[config.mk]
export PLATFORM = sky130hd
export DESIGN_NAME = adc_result_capture
export DESIGN_NICKNAME = d
export VERILOG_FILES = /design/src/rtl/adc_rc_pkg.sv /design/src/rtl/adc_rc_compare.sv /design/src/rtl/adc_rc_lock.sv /design/src/rtl/adc_rc_store.sv /design/src/rtl/adc_result_capture.sv
export SDC_FILE = /design/constraint.sdc
export NUM_CORES = 1
export LEC_CHECK = 0
export ABC_AREA = 0
export ABC_CLOCK_PERIOD_IN_PS = 2310
export BUFFER_PORTS_ARGS = -buffer_cell sky130_fd_sc_hd__buf_4
export CAP_MARGIN = 25
export CORE_ASPECT_RATIO = 0.8
export CORE_MARGIN = 2
export CORE_UTILIZATION = 39
export DETAILED_ROUTE_END_ITERATION = 12
export HOLD_SLACK_MARGIN = 0.1
export PLACE_DENSITY_LB_ADDON = 0.1
export SYNTH_ARGS = -nofsm -noshare
export SYNTH_HDL_FRONTEND = slang
export SYNTH_HIERARCHICAL = 1
export SYNTH_SLANG_ARGS = --single-unit
export TNS_END_PERCENT = 20
[constraint.sdc]
create_clock -name clk -period 2.31 [get_ports clk]
set_input_delay 0.462 -clock clk [delete_from_list [all_inputs] [get_ports clk]]
set_output_delay 0.462 -clock clk [all_outputs]
set_load 0.1 [all_outputs]
[src/rtl/adc_rc_pkg.sv]
// Package: shared types for the ADC result capture block.
// Assumes: result width never exceeds two bytes.
package adc_rc_pkg;

    // Result layout selected by software.
    typedef enum logic {
        RES_NARROW = 1'b0,
        RES_WIDE   = 1'b1
    } res_mode_e;

endpackage

[src/rtl/adc_rc_compare.sv]
// Module: adc_rc_compare
// Decides whether a finished conversion qualifies for storage.
// Assumes: unsigned values; in narrow mode only the low BYTE_W bits of
// data and level take part. With the compare off every value qualifies.
module adc_rc_compare
    import adc_rc_pkg::*;
#(
    parameter int RES_W  = 10,
    parameter int BYTE_W = 8
) (
    input  logic [RES_W-1:0] conv_data,
    input  logic [RES_W-1:0] cmp_level,
    input  res_mode_e        mode,
    input  logic             cmp_en,
    input  logic             cmp_ge,
    output logic             hit
);

    localparam int PAD_W = RES_W - BYTE_W;
    localparam logic [RES_W-1:0] NARROW_MASK = {{PAD_W{1'b0}}, {BYTE_W{1'b1}}};

    logic [RES_W-1:0] mask;
    logic [RES_W-1:0] val_m;
    logic [RES_W-1:0] lvl_m;
    logic             below;

    // Purpose: strip the bits that the current mode does not compare.
    always_comb begin
        mask  = (mode == RES_WIDE) ? {RES_W{1'b1}} : NARROW_MASK;
        val_m = conv_data & mask;
        lvl_m = cmp_level & mask;
    end

    // Purpose: evaluate the selected direction and the enable.
    always_comb begin
        below = (val_m < lvl_m);
        if (!cmp_en)
            hit = 1'b1;
        else if (cmp_ge)
            hit = !below;
        else
            hit = below;
    end

endmodule

[src/rtl/adc_rc_lock.sv]
// Module: adc_rc_lock
// Tracks the mode history and the high/low read coherency lock.
// Assumes: read strobes are single-cycle; the lock exists only in wide
// mode; a mode change clears the lock on the following edge.
module adc_rc_lock
    import adc_rc_pkg::*;
(
    input  logic      clk,
    input  logic      rst_n,
    input  res_mode_e mode,
    input  logic      rd_hi,
    input  logic      rd_lo,
    output logic      mode_chg,
    output logic      block,
    output logic      lock_q
);

    res_mode_e mode_q;
    logic      wide;

    // Purpose: remember last cycle's mode; during reset follow the input.
    always_ff @(posedge clk) begin
        mode_q <= mode;
    end

    // Purpose: derive mode-change and store-block conditions.
    always_comb begin
        wide     = (mode == RES_WIDE);
        mode_chg = (mode != mode_q);
        block    = wide && (rd_hi || (lock_q && !rd_lo));
    end

    // Purpose: set the lock on a high read, release it on a low read.
    always_ff @(posedge clk) begin
        if (!rst_n)
            lock_q <= 1'b0;
        else if (mode_chg || !wide || rd_lo)
            lock_q <= 1'b0;
        else if (rd_hi)
            lock_q <= 1'b1;
    end

endmodule

[src/rtl/adc_rc_store.sv]
// Module: adc_rc_store
// Holds the result byte pair and the completion flag.
// Assumes: RES_W > BYTE_W and RES_W <= 2*BYTE_W; wr_en and clr never
// both act in one cycle (clr wins if they do).
module adc_rc_store
    import adc_rc_pkg::*;
#(
    parameter int RES_W  = 10,
    parameter int BYTE_W = 8
) (
    input  logic              clk,
    input  logic              rst_n,
    input  logic              wr_en,
    input  logic              clr,
    input  res_mode_e         mode,
    input  logic [RES_W-1:0]  conv_data,
    input  logic              rd_lo,
    output logic [BYTE_W-1:0] res_hi,
    output logic [BYTE_W-1:0] res_lo,
    output logic              done_flag
);

    localparam int HI_BITS = RES_W - BYTE_W;

    logic [HI_BITS-1:0] hi_q;
    logic [BYTE_W-1:0]  lo_q;
    logic               flag_q;

    // Purpose: capture the result in the layout of the current mode.
    always_ff @(posedge clk) begin
        if (!rst_n || clr) begin
            hi_q <= '0;
            lo_q <= '0;
        end else if (wr_en) begin
            hi_q <= (mode == RES_WIDE) ? conv_data[RES_W-1:BYTE_W] : '0;
            lo_q <= conv_data[BYTE_W-1:0];
        end
    end

    // Purpose: flag a stored result until the low byte is read.
    always_ff @(posedge clk) begin
        if (!rst_n || clr)
            flag_q <= 1'b0;
        else if (wr_en)
            flag_q <= 1'b1;
        else if (rd_lo)
            flag_q <= 1'b0;
    end

    // Purpose: pad the high byte with zeros above the stored bits.
    generate
        if (HI_BITS < BYTE_W) begin : g_pad
            assign res_hi = {{(BYTE_W-HI_BITS){1'b0}}, hi_q};
        end else begin : g_full
            assign res_hi = hi_q;
        end
    endgenerate

    assign res_lo    = lo_q;
    assign done_flag = flag_q;

endmodule

[src/rtl/adc_result_capture.sv]
// Module: adc_result_capture (top)
// Captures finished conversions into a high/low result pair, gated by an
// optional compare and by the wide-mode read lock.
// Assumes: conv_done, rd_hi and rd_lo are single-cycle strobes in clk.
module adc_result_capture
    import adc_rc_pkg::*;
#(
    parameter int RES_W  = 10,
    parameter int BYTE_W = 8
) (
    input  logic              clk,
    input  logic              rst_n,
    input  logic              conv_done,
    input  logic [RES_W-1:0]  conv_data,
    input  logic              mode_10b,
    input  logic              cmp_en,
    input  logic              cmp_ge,
    input  logic [RES_W-1:0]  cmp_level,
    input  logic              rd_hi,
    input  logic              rd_lo,
    output logic [BYTE_W-1:0] res_hi,
    output logic [BYTE_W-1:0] res_lo,
    output logic              done_flag,
    output logic              lock_active
);

    res_mode_e mode;
    logic      hit;
    logic      mode_chg;
    logic      block;
    logic      wr_en;

    // Purpose: map the mode pin onto the shared enum.
    always_comb begin
        mode = mode_10b ? RES_WIDE : RES_NARROW;
    end

    adc_rc_compare #(.RES_W(RES_W), .BYTE_W(BYTE_W)) u_cmp (
        .conv_data (conv_data),
        .cmp_level (cmp_level),
        .mode      (mode),
        .cmp_en    (cmp_en),
        .cmp_ge    (cmp_ge),
        .hit       (hit)
    );

    adc_rc_lock u_lock (
        .clk      (clk),
        .rst_n    (rst_n),
        .mode     (mode),
        .rd_hi    (rd_hi),
        .rd_lo    (rd_lo),
        .mode_chg (mode_chg),
        .block    (block),
        .lock_q   (lock_active)
    );

    // Purpose: a conversion is stored when it qualifies and nothing blocks it.
    always_comb begin
        wr_en = conv_done && hit && !block && !mode_chg;
    end

    adc_rc_store #(.RES_W(RES_W), .BYTE_W(BYTE_W)) u_store (
        .clk       (clk),
        .rst_n     (rst_n),
        .wr_en     (wr_en),
        .clr       (mode_chg),
        .mode      (mode),
        .conv_data (conv_data),
        .rd_lo     (rd_lo),
        .res_hi    (res_hi),
        .res_lo    (res_lo),
        .done_flag (done_flag)
    );

endmodule

==> qor.yml, run 1 <==
place_inst: 155
crit_path_end_kind: "flop"
synth.top_cell.area_share_pct: 31.9
h-tree-depth: 1
synth_edf_count: 0
peakVddDrop_mv: 0.348
grt_pass1_wl_mm: 2.76
drc_errors: 0
fin_crit_sh_pct: 96.2
dp_slack_ps: -275
antenna_found_initial: 0
clockRootBuffer: "clkbuf_4"
rsz0062_at_grt: "false"
grt_max_degree: 14
yosysWarnings: 6
ys_top_cells_by_count: "dfxtp_1, ha_1, nor2_1"
fin_nets: 174
min_period_ps: 2220
numCtsBuffers: 3
max_stage_delay_ps: 360
synthCells: 91
crit_type: "input pin to flop"
diodes: 0
crit_path_top_delay_cell: "mux2_1"
fin_skew_ps: 0.542
required_ps: 2510
numClockSinks: 13
vias: 728
syn_to_final_growth_pct: 46.9
ios: 46
clk_latency_ps: 270
layout_setup_ws_ps: 87.2
synthMostInstantiatedCell: "dfxtp_1"
p_leak_uw: 0.000571
finalHoldViolations: 0
ant_nets: 0
tns_ps: 0
drtIter0Drc: 3
synth_flop_cell: "dfxtp_1"
synthDistinctLibCells: 27
dpl_cell_area_mm2: 0.00117
wl_per_cell_um: 11.0
critPathLaunchType: "input pin"
max-clock-path-buffers: 2
yosys-top-cells-area: "dfxtp_1, ha_1, mux2i_1, buf_4, nor2_1"
worstPathArrival_ps: 2420
die_area_mm2: 0.00248
slew_violations: 0
dr.pass1.iters: 3
synthArstFlopShare_pct: 0
status: "finished, final reports clean"
grt_pass1_vias: 670
ys_seq_elements: 13
postCtsSetupRepairBufs: 0
dp_hpwl_mm: 1.45
fp-row-count: 14
gr-total-overflow: 0
viasPerCell: 4.58
coreArea_mm2: 0.00193
synth-seq-area-share_pct: 31.9
syn_area_per_cell_um2: 8.96
initial_core_util_pct: 42.3
wirelength_mm: 1.74
io_buffers: 39
path_cells: "buf_4 > and2_4 > ha_4 > o21ai_1 > nor2_1 > nor4_1 > mux2_1 > and4bb_4 > nand2b_2 > a21oi_1"
die_h_um: 44.9
design_area_mm2: 0.00120
grtUsageTotal_pct: 15.5
setup_violations: 0
yosysTopAreaCell: "dfxtp_1"
fmax_ghz: 0.450
cts_hold_buf: 0
hold_class: "input pin to flop"
hold_ws_ps: 362
path_clk_slew_ps: 80
routabilityCongestion: 0.686
crit_fanout: 13
cts_tree: "built"
synth_area_um2: 816
die_w_um: 55.1
final_cells: 159
power_density_mw_per_mm2: 488
layout-drive-gt1-share_pct: 42.2
maxCapViolCount: 0
-- per-layer routing --
layer | wire [um] | global-route usage (%)
met1 | 834 | 20.9
met2 | 771 | 24.5
met3 | 138 | 2.98
met4 | 0 | 5.85
met5 | 0 | 0
-- critical path, delay by kind of cell --
| family | cells | cell delay (ps) |
|---|---|---|
| adders and majority gates | 1 | 210 |
| buffers and inverters | 1 | 130 |
| AOI/OAI and AO/OA | 2 | 240 |
| muxes | 1 | 360 |
| and+or+nand+nor | 5 | 1010 |
-- path summary, 6_finish.rpt --
check               startpoint                 to  slack [ps]  depth (start not counted)
max                   mode_10b    u_store/hi_q[0]          90                         10
min                      rd_lo      u_lock/lock_q         360                          2
max reg2reg      u_lock/lock_q  u_store/res_lo[3]         840                          5
min reg2reg  u_store/done_flag  u_store/done_flag         470                          2
-- report_power, final --
group	total [uW]	switching, uW	leakage, uW	internal (uW)
Sequential	232	2.67	0.000105	229
Clock	138	71.4	0.0000150	66.8
Combinational	214	132	0.000450	82.3
Total	585	206	0.000571	379
-- per-stage QoR --
stage	utilization, %	power, uW
after floorplan	-	394
after global placement	60.6	448
after detailed placement	60.6	450
after CTS	62.0	590
after global routing	62.2	622
final	62.2	585
-- cell type report --
cell class                 instances  area, um2
clock buffer                       4       26.3
fill                             182        728
inverter                           8       30.0
multi-input combinational         67        529
sequential                        13        260
tap                               24       30.0
timing repair buffer              43        323
-- registers in the layout, indices dropped and copies added, names as in the netlist --
| register | flops |
|---|---|
| u_lock/mode_q | 1 |
| u_store/done_flag | 1 |
| u_store/hi_q | 2 |
| u_store/res_lo | 8 |
| u_lock/lock_q | 1 |
-- cell families after synthesis --
group                    share of synthesized area (%)
AO/OA/AOI/OAI                                     8.13
adder cells (fa/ha/maj)                           15.3
buffers and inverters                             11.2
flip-flops                                        31.9
multiplexers                                      11.2
other                                            0.460
AND/OR/NAND/NOR                                   21.8
-- cell usage in the layout, fill, tap and decap left out --
cell,Yosys,routed
nor4_1,1,1
mux2_1,1,1
nand3_1,3,3
conb_1,1,6
nor3_1,2,2
and2_4,0,2
o21a_1,1,1
nor2_1,10,10
nand2b_4,1,1
ha_4,0,3
nand2b_2,2,2
dfxtp_1,13,13
a21oi_2,1,1
and4bb_4,0,1
nor2b_1,1,1
clkbuf_1,0,1
a21oi_1,5,5
o21ai_1,0,1
mux2i_1,8,8
nand2_1,4,4
clkbuf_4,0,3
ha_1,10,7
a21o_1,1,1
inv_1,8,8
a211oi_2,1,1
buf_4,6,43
nand4_1,2,2
nand2b_1,3,3
-- timing repair --
item                                   CTS  global route
setup endpoints to repair                0            10
endpoints found under the hold margin    0             0
resized for setup                        0             1
Power figures use the tool's default switching activity.
==> inputs of run 2 (changes only) <==
--- a/config.mk
+++ b/config.mk
@@ -11,7 +11,7 @@
 export CAP_MARGIN = 25
 export CORE_ASPECT_RATIO = 0.8
 export CORE_MARGIN = 2
-export CORE_UTILIZATION = 39
+export CORE_UTILIZATION = 36
 export DETAILED_ROUTE_END_ITERATION = 12
 export HOLD_SLACK_MARGIN = 0.1
 export PLACE_DENSITY_LB_ADDON = 0.1
==> run 2 against run 1 <==
Effect of this change: final area shrank 0.21%; sequential cell count did not move; first-iteration DRC count rose to 4.3 times the previous value.
==> qor.yml, run 2 (synthesis results as in run 1) <==
min_period_ps: 2160  # -57.8 ps
syn_to_final_growth_pct: 46.6
met1_length_um: 804  # -3.6%
fin_nets: 172  # -1.1%
worstPathArrival_ps: 2320  # -100 ps
numCtsBuffers: 3  # unchanged
setup_violations: 0  # unchanged
layout_common_cells: "buf_4, dfxtp_1, nor2_1, inv_1, mux2i_1"
cts_tree: "built"
vias: 730  # +0.27%
initial_core_util_pct: 37.8  # -4.5 points
status: "finished, final reports clean"
finalHoldViolations: 0  # unchanged
coreArea_mm2: 0.00216  # +12%
fmax_ghz: 0.462  # +2.7%
required_ps: 2470  # -40 ps
switching_share_pct: 36.4  # +1.1 points
top_layer_used: "met4"
fin_crit_sh_pct: 93.7  # -2.5 points
critPathLaunchType: "input pin"
cp_num_buf_inv: 1  # unchanged
die_area_mm2: 0.00267  # +7.6%
io_buffers: 39  # unchanged
peakVddDrop_mv: 0.295  # -15%
grt_pass1_vias: 664  # -0.90%
layout-drive-gt1-share_pct: 42.9  # +0.63 points
p_comb_share_pct: 36.0  # -0.7 points
critical_path.top_delay_family: "simple AND/OR/NAND/NOR gates"
fp-row-count: 15  # +1
ios: 46  # unchanged
fin_skew_ps: 2.19  # +1.64 ps
crit_path_top_delay_cell: "and4bb_4"
path_depth: 10  # unchanged
slew_violations: 0  # unchanged
crit_fanout: 13  # unchanged
grt_max_degree: 14  # unchanged
max_stage_delay_ps: 380  # +20 ps
die_h_um: 46.6  # +3.7%
met2_length_um: 785  # +1.8%
h-tree-depth: 1  # unchanged
total_power_uw: 594  # +1.6%
gr-total-overflow: 0  # unchanged
viasPerCell: 4.62  # +0.91%
wirelength_mm: 1.77  # +1.3%
path_clk_slew_ps: 90  # about the same
grt_pass1_wl_mm: 2.88  # +4.2%
dp_hpwl_mm: 1.43  # -1.6%
power.internal_uw: 378  # -0.22%
crit_type: "input pin to flop"
largest_reg_flops: 8  # unchanged
hold_class: "input pin to flop"
power_density_mw_per_mm2: 497  # +1.8%
ff2ff_path_depth: 5  # unchanged
numClockSinks: 13  # unchanged
drc_errors: 0  # unchanged
antenna_found_initial: 0  # unchanged
clkPwrFrac_pct: 24.9  # +1.3 points
p_seq_share_pct: 39.1  # -0.6 points
maxCapViolCount: 0  # unchanged
routabilityCongestion: 0.746  # +8.7%
routed-wl-met3_um: 167  # +21%
final_common_cell: "buf_4"
wl_per_cell_um: 11.2  # +1.9%
postCtsSetupRepairBufs: 0  # unchanged
clockRootBuffer: "clkbuf_4"
path_cells: "buf_4 > and2_4 > ha_4 > nand4_1 > nor3_2 > nor4_2 > mux2_1 > and4bb_4 > mux2i_1 > nor2_1"
drtIter0Drc: 13  # +10
hold_depth: 2  # unchanged
dp_slack_ps: -348  # -72.8 ps
crit_path_end_kind: "flop"
rsz0062_at_grt: "false"
layout_setup_ws_ps: 145  # +57.8 ps
grtUsageTotal_pct: 14.7  # -0.75 points
p_switching_uw: 216  # +4.9%
die_w_um: 57.2  # +3.8%
p_leak_uw: 0.000563  # -1.4%
dr.pass1.iters: 4  # +1
diodes: 0  # unchanged
clk_latency_ps: 280  # about the same
cts_hold_buf: 0  # unchanged
max-clock-path-buffers: 2  # unchanged
ant_nets: 0  # unchanged
-- run 2: cell count changes in the layout (fill, tap and decap cells not counted), sizes merged --
cell / delta
buf: -2
-- run 2: per-stage QoR --
step / util (%) / area, um2 / TNS, ps / instances / hold WS [ps]
2_1_floorplan: - / 877 / 0 / 96 / 490
3_3_place_gp: 53.5 / 1150 / -2330 / 154 / 462
3_5_place_dp: 53.5 / 1150 / -3220 / 154 / 464
4_1_cts: 55.2 / 1190 / 0 / 158 / 347
5_1_grt: 55.4 / 1200 / 0 / 158 / 355
6_report: 55.4 / 1200 / 0 / 158 / 358
-- run 2: worst register-to-register path: stages, from the launching register on --
cell and delay (ps):
dfxtp_1 330, nor2b_1 130, o21a_1 160, and4bb_4 480
mux2i_1 220, nor2_1 50
-- run 2: power by group through the flow --
stage / registers (uW) / clock network (uW) / logic, uW
final: 232 / 148 / 214
after global routing: 233 / 168 / 230
after CTS: 232 / 157 / 213
after detailed placement: 238 / 0 / 210
after global placement: 237 / 0 / 209
after floorplan: 271 / 0 / 123
-- run 2: path summary, 6_finish.rpt --
path                                     endpoint  slack (ps)         startpoint
worst max-delay path            u_store/res_lo[3]         150           mode_10b
worst min-delay path                u_lock/lock_q         360              rd_lo
worst max register to register  u_store/res_lo[3]         810      u_lock/lock_q
worst min register to register  u_store/done_flag         470  u_store/done_flag
-- run 2: area by class of cell --
class                   count  area (um2)
inverters                   8        30.0
clock buffers               4        26.3
repair buffers             41         308
fillers                   202         962
flip-flops and latches     13         260
well taps                  25        31.3
multi-input cells          67         541
-- run 2: timing repair --
action,4_1_cts,5_1_grt
resized for setup,2,1
setup endpoints to repair,2,10
pin swaps,0,2
endpoints found under the hold margin,0,0
-- run 2: routing by layer --
metal	up-vias	global-route usage [%]
met5	-	0
met4	0	4.19
met3	2	6.46
met2	37	22.3
met1	313	19.2
li1	378	-
==> inputs of run 3 (changes only) <==
--- a/config.mk
+++ b/config.mk
@@ -17,6 +17,5 @@
 export PLACE_DENSITY_LB_ADDON = 0.1
 export SYNTH_ARGS = -nofsm -noshare
 export SYNTH_HDL_FRONTEND = slang
-export SYNTH_HIERARCHICAL = 1
 export SYNTH_SLANG_ARGS = --single-unit
 export TNS_END_PERCENT = 20
==> run 3 against run 2 <==
Effect of this change: clock-buffer cell count is the same; largest cell class unchanged; maximum frequency grew 13%; routed wire length grew 5.3%; sequential cell count is the same; critical path depth is the same; core utilization shrank 1.7 points; final area shrank 2.3%; via count grew 7.1%.
==> qor.yml, run 3 <==
wirelength_mm: 1.86  # +5.3%
r2r_slack_ps: 940  # +130 ps
min_period_ps: 1920  # -244 ps
io_buffers: 39  # unchanged
synth.top_cell.area_share_pct: 31.0  # -0.95 points
crit_end: "u_store.hi_q[0]"
crit_fanout: 7  # -6
yosysTopAreaCell: "dfxtp_1"
peakVddDrop_mv: 0.335  # +14%
place_inst: 165  # +7.1%
syn_to_final_growth_pct: 39.0
path_cells: "buf_4 > and2_1 > ha_1 > nand2_1 > o21ai_1 > mux2i_1 > a21oi_1 > nand2_1 > buf_4 > mux2i_1"
synthArstFlopShare_pct: 0  # unchanged
die_h_um: 47.2  # +1.4%
synthCells: 102  # +12%
dp_hpwl_mm: 1.52  # +6.3%
routabilityCongestion: 0.704  # -5.6%
fin_skew_ps: 1.75  # -0.437 ps
status: "finished, final reports clean"
numCtsBuffers: 3  # unchanged
max_stage_delay_ps: 330  # -50 ps
ant_nets: 0  # unchanged
grtUsageTotal_pct: 14.6  # -0.17 points
synth-simple-area-share_pct: 20.2  # -1.5 points
final_common_cell: "buf_4"
maxCapViolCount: 0  # unchanged
worstPathArrival_ps: 2120  # -200 ps
largest_reg_flops: 8  # unchanged
dpl_cell_area_mm2: 0.00114  # -1.1%
viasPerCell: 4.63  # +0.15%
final_cells: 169  # +7.0%
synth-seq-area-share_pct: 31.0  # -0.95 points
synthMuxAreaShare_pct: 14.3  # +3.1 points
yosys-top-cells-area: "dfxtp_1, ha_1, mux2i_1, nand2_1, buf_4"
p_leak_uw: 0.000634  # +13%
dr.pass1.iters: 4  # unchanged
slew_violations: 0  # unchanged
cts_resized: 0  # -2
vias: 782  # +7.1%
r2r-end: "u_store.hi_q[0]"
fp-row-count: 15  # unchanged
synth_area_um2: 841  # +3.1%
path_clk_slew_ps: 80  # about the same
clk_latency_ps: 270  # about the same
synth_top_family_by_area: "simple AND/OR/NAND/NOR gates"
layout_common_cells: "buf_4, nand2_1, dfxtp_1, mux2i_1, ha_1"
clockRootBuffer: "clkbuf_4"
layout-drive-gt1-share_pct: 31.3  # -12 points
numClockSinks: 13  # unchanged
yosysWarnings: 0  # -6
fin_crit_sh_pct: 83.2  # -11 points
h-tree-depth: 1  # unchanged
grt_pass1_vias: 698  # +5.1%
syn_area_per_cell_um2: 8.24  # -8.0%
ff2ff_path_depth: 6  # +1
gr-total-overflow: 0  # unchanged
synth_xor_area_share_pct: 0  # unchanged
design_area_mm2: 0.00117  # -2.3%
setup_violations: 0  # unchanged
ys_seq_elements: 13  # unchanged
hold_depth: 1  # -1
grt_pass1_wl_mm: 2.98  # +3.6%
crit_path_end_kind: "flop"
drtIter0Drc: 13  # unchanged
diodes: 0  # unchanged
synthDistinctLibCells: 22  # -19%
rsz0062_at_grt: "false"
max-clock-path-buffers: 2  # unchanged
synthMostInstantiatedCell: "nand2_1"
fmax_ghz: 0.520  # +13%
cts_tree: "built"
crit_start: "mode_10b"
critPathLaunchType: "input pin"
die_area_mm2: 0.00274  # +2.8%
crit_path_top_delay_cell: "ha_1"
wl_per_cell_um: 11.0  # -1.6%
fin_nets: 183  # +6.4%
finalHoldViolations: 0  # unchanged
postCtsSetupRepairBufs: 0  # unchanged
ys_top_cells_by_count: "nand2_1, dfxtp_1, mux2i_1"
antenna_found_initial: 0  # unchanged
total_power_uw: 576  # -3.0%
crit_type: "input pin to flop"
hold_class: "input pin to flop"
ios: 46  # unchanged
die_w_um: 58.0  # +1.4%
synth_fa_ha_area_share_pct: 14.9  # -0.46 points
drc_errors: 0  # unchanged
synth-compound-area-share_pct: 8.48  # +0.35 points
synth_edf_count: 0  # unchanged
synth_flop_cell: "dfxtp_1"
grt_max_degree: 22  # +8
required_ps: 2510  # +40 ps
tns_ps: 0  # unchanged
coreArea_mm2: 0.00218  # +0.87%
power_density_mw_per_mm2: 493  # -0.76%
regToRegStartpoint: "u_lock.mode_q"
cts_hold_buf: 0  # unchanged
initial_core_util_pct: 38.6  # +0.82 points
-- run 3: logic make-up (layout without fill, tap and decap cells) --
logic type	count (synthesis)	count (layout)
simple gates	38	38
buf+inv	16	53
flops	13	13
compound gates	12	12
mux	12	12
fa+ha+maj	10	10
other cells	1	6
-- run 3: critical path: cells and delay by family --
family | cells | cell delay (ps)
compound gates | 2 | 280
buf+inv | 2 | 320
simple gates | 3 | 300
fa+ha+maj | 1 | 330
mux | 2 | 430
-- run 3: where the power goes --
group,switching (uW),internal (uW),leakage (uW)
clock,71.5,66.8,0.0000150
combinational,132,73.4,0.000514
sequential,2.78,229,0.000105
total,206,370,0.000634
-- run 3: routing by layer --
layer / vias up / global-route usage, % / wire [um]
met5: - / 0 / 0
met4: 0 / 2.79 / 0
met3: 0 / 5.51 / 113
met2: 23 / 25.2 / 934
met1: 349 / 17.8 / 810
li1: 410 / - / -
-- run 3: final cells by class --
cell class	count	area [um2]
flip-flops and latches	13	260
inverters	7	26.3
fillers	226	1010
well taps	25	31.3
repair buffers	42	315
clock buffers	4	26.3
multi-input cells	78	509
-- run 3: worst min path at each step --
stage / end / slack, ps / start
floorplan: u_lock.mode_q / 490 / mode_10b
global placement: u_store.res_lo[0] / 450 / u_store.res_lo[0]
detailed placement: u_store.res_lo[7] / 450 / u_store.res_lo[7]
CTS: u_lock.mode_q / 330 / mode_10b
global route: u_lock.mode_q / 340 / mode_10b
finish: u_lock.mode_q / 350 / mode_10b
-- run 3: metrics by stage --
stage	setup WS, ps	hold slack, ps	util [%]
detailed placement	119	454	52.5
CTS	404	334	53.7
global route	280	342	53.7
global placement	233	448	52.5
floorplan	404	490	-
finish	389	347	53.7
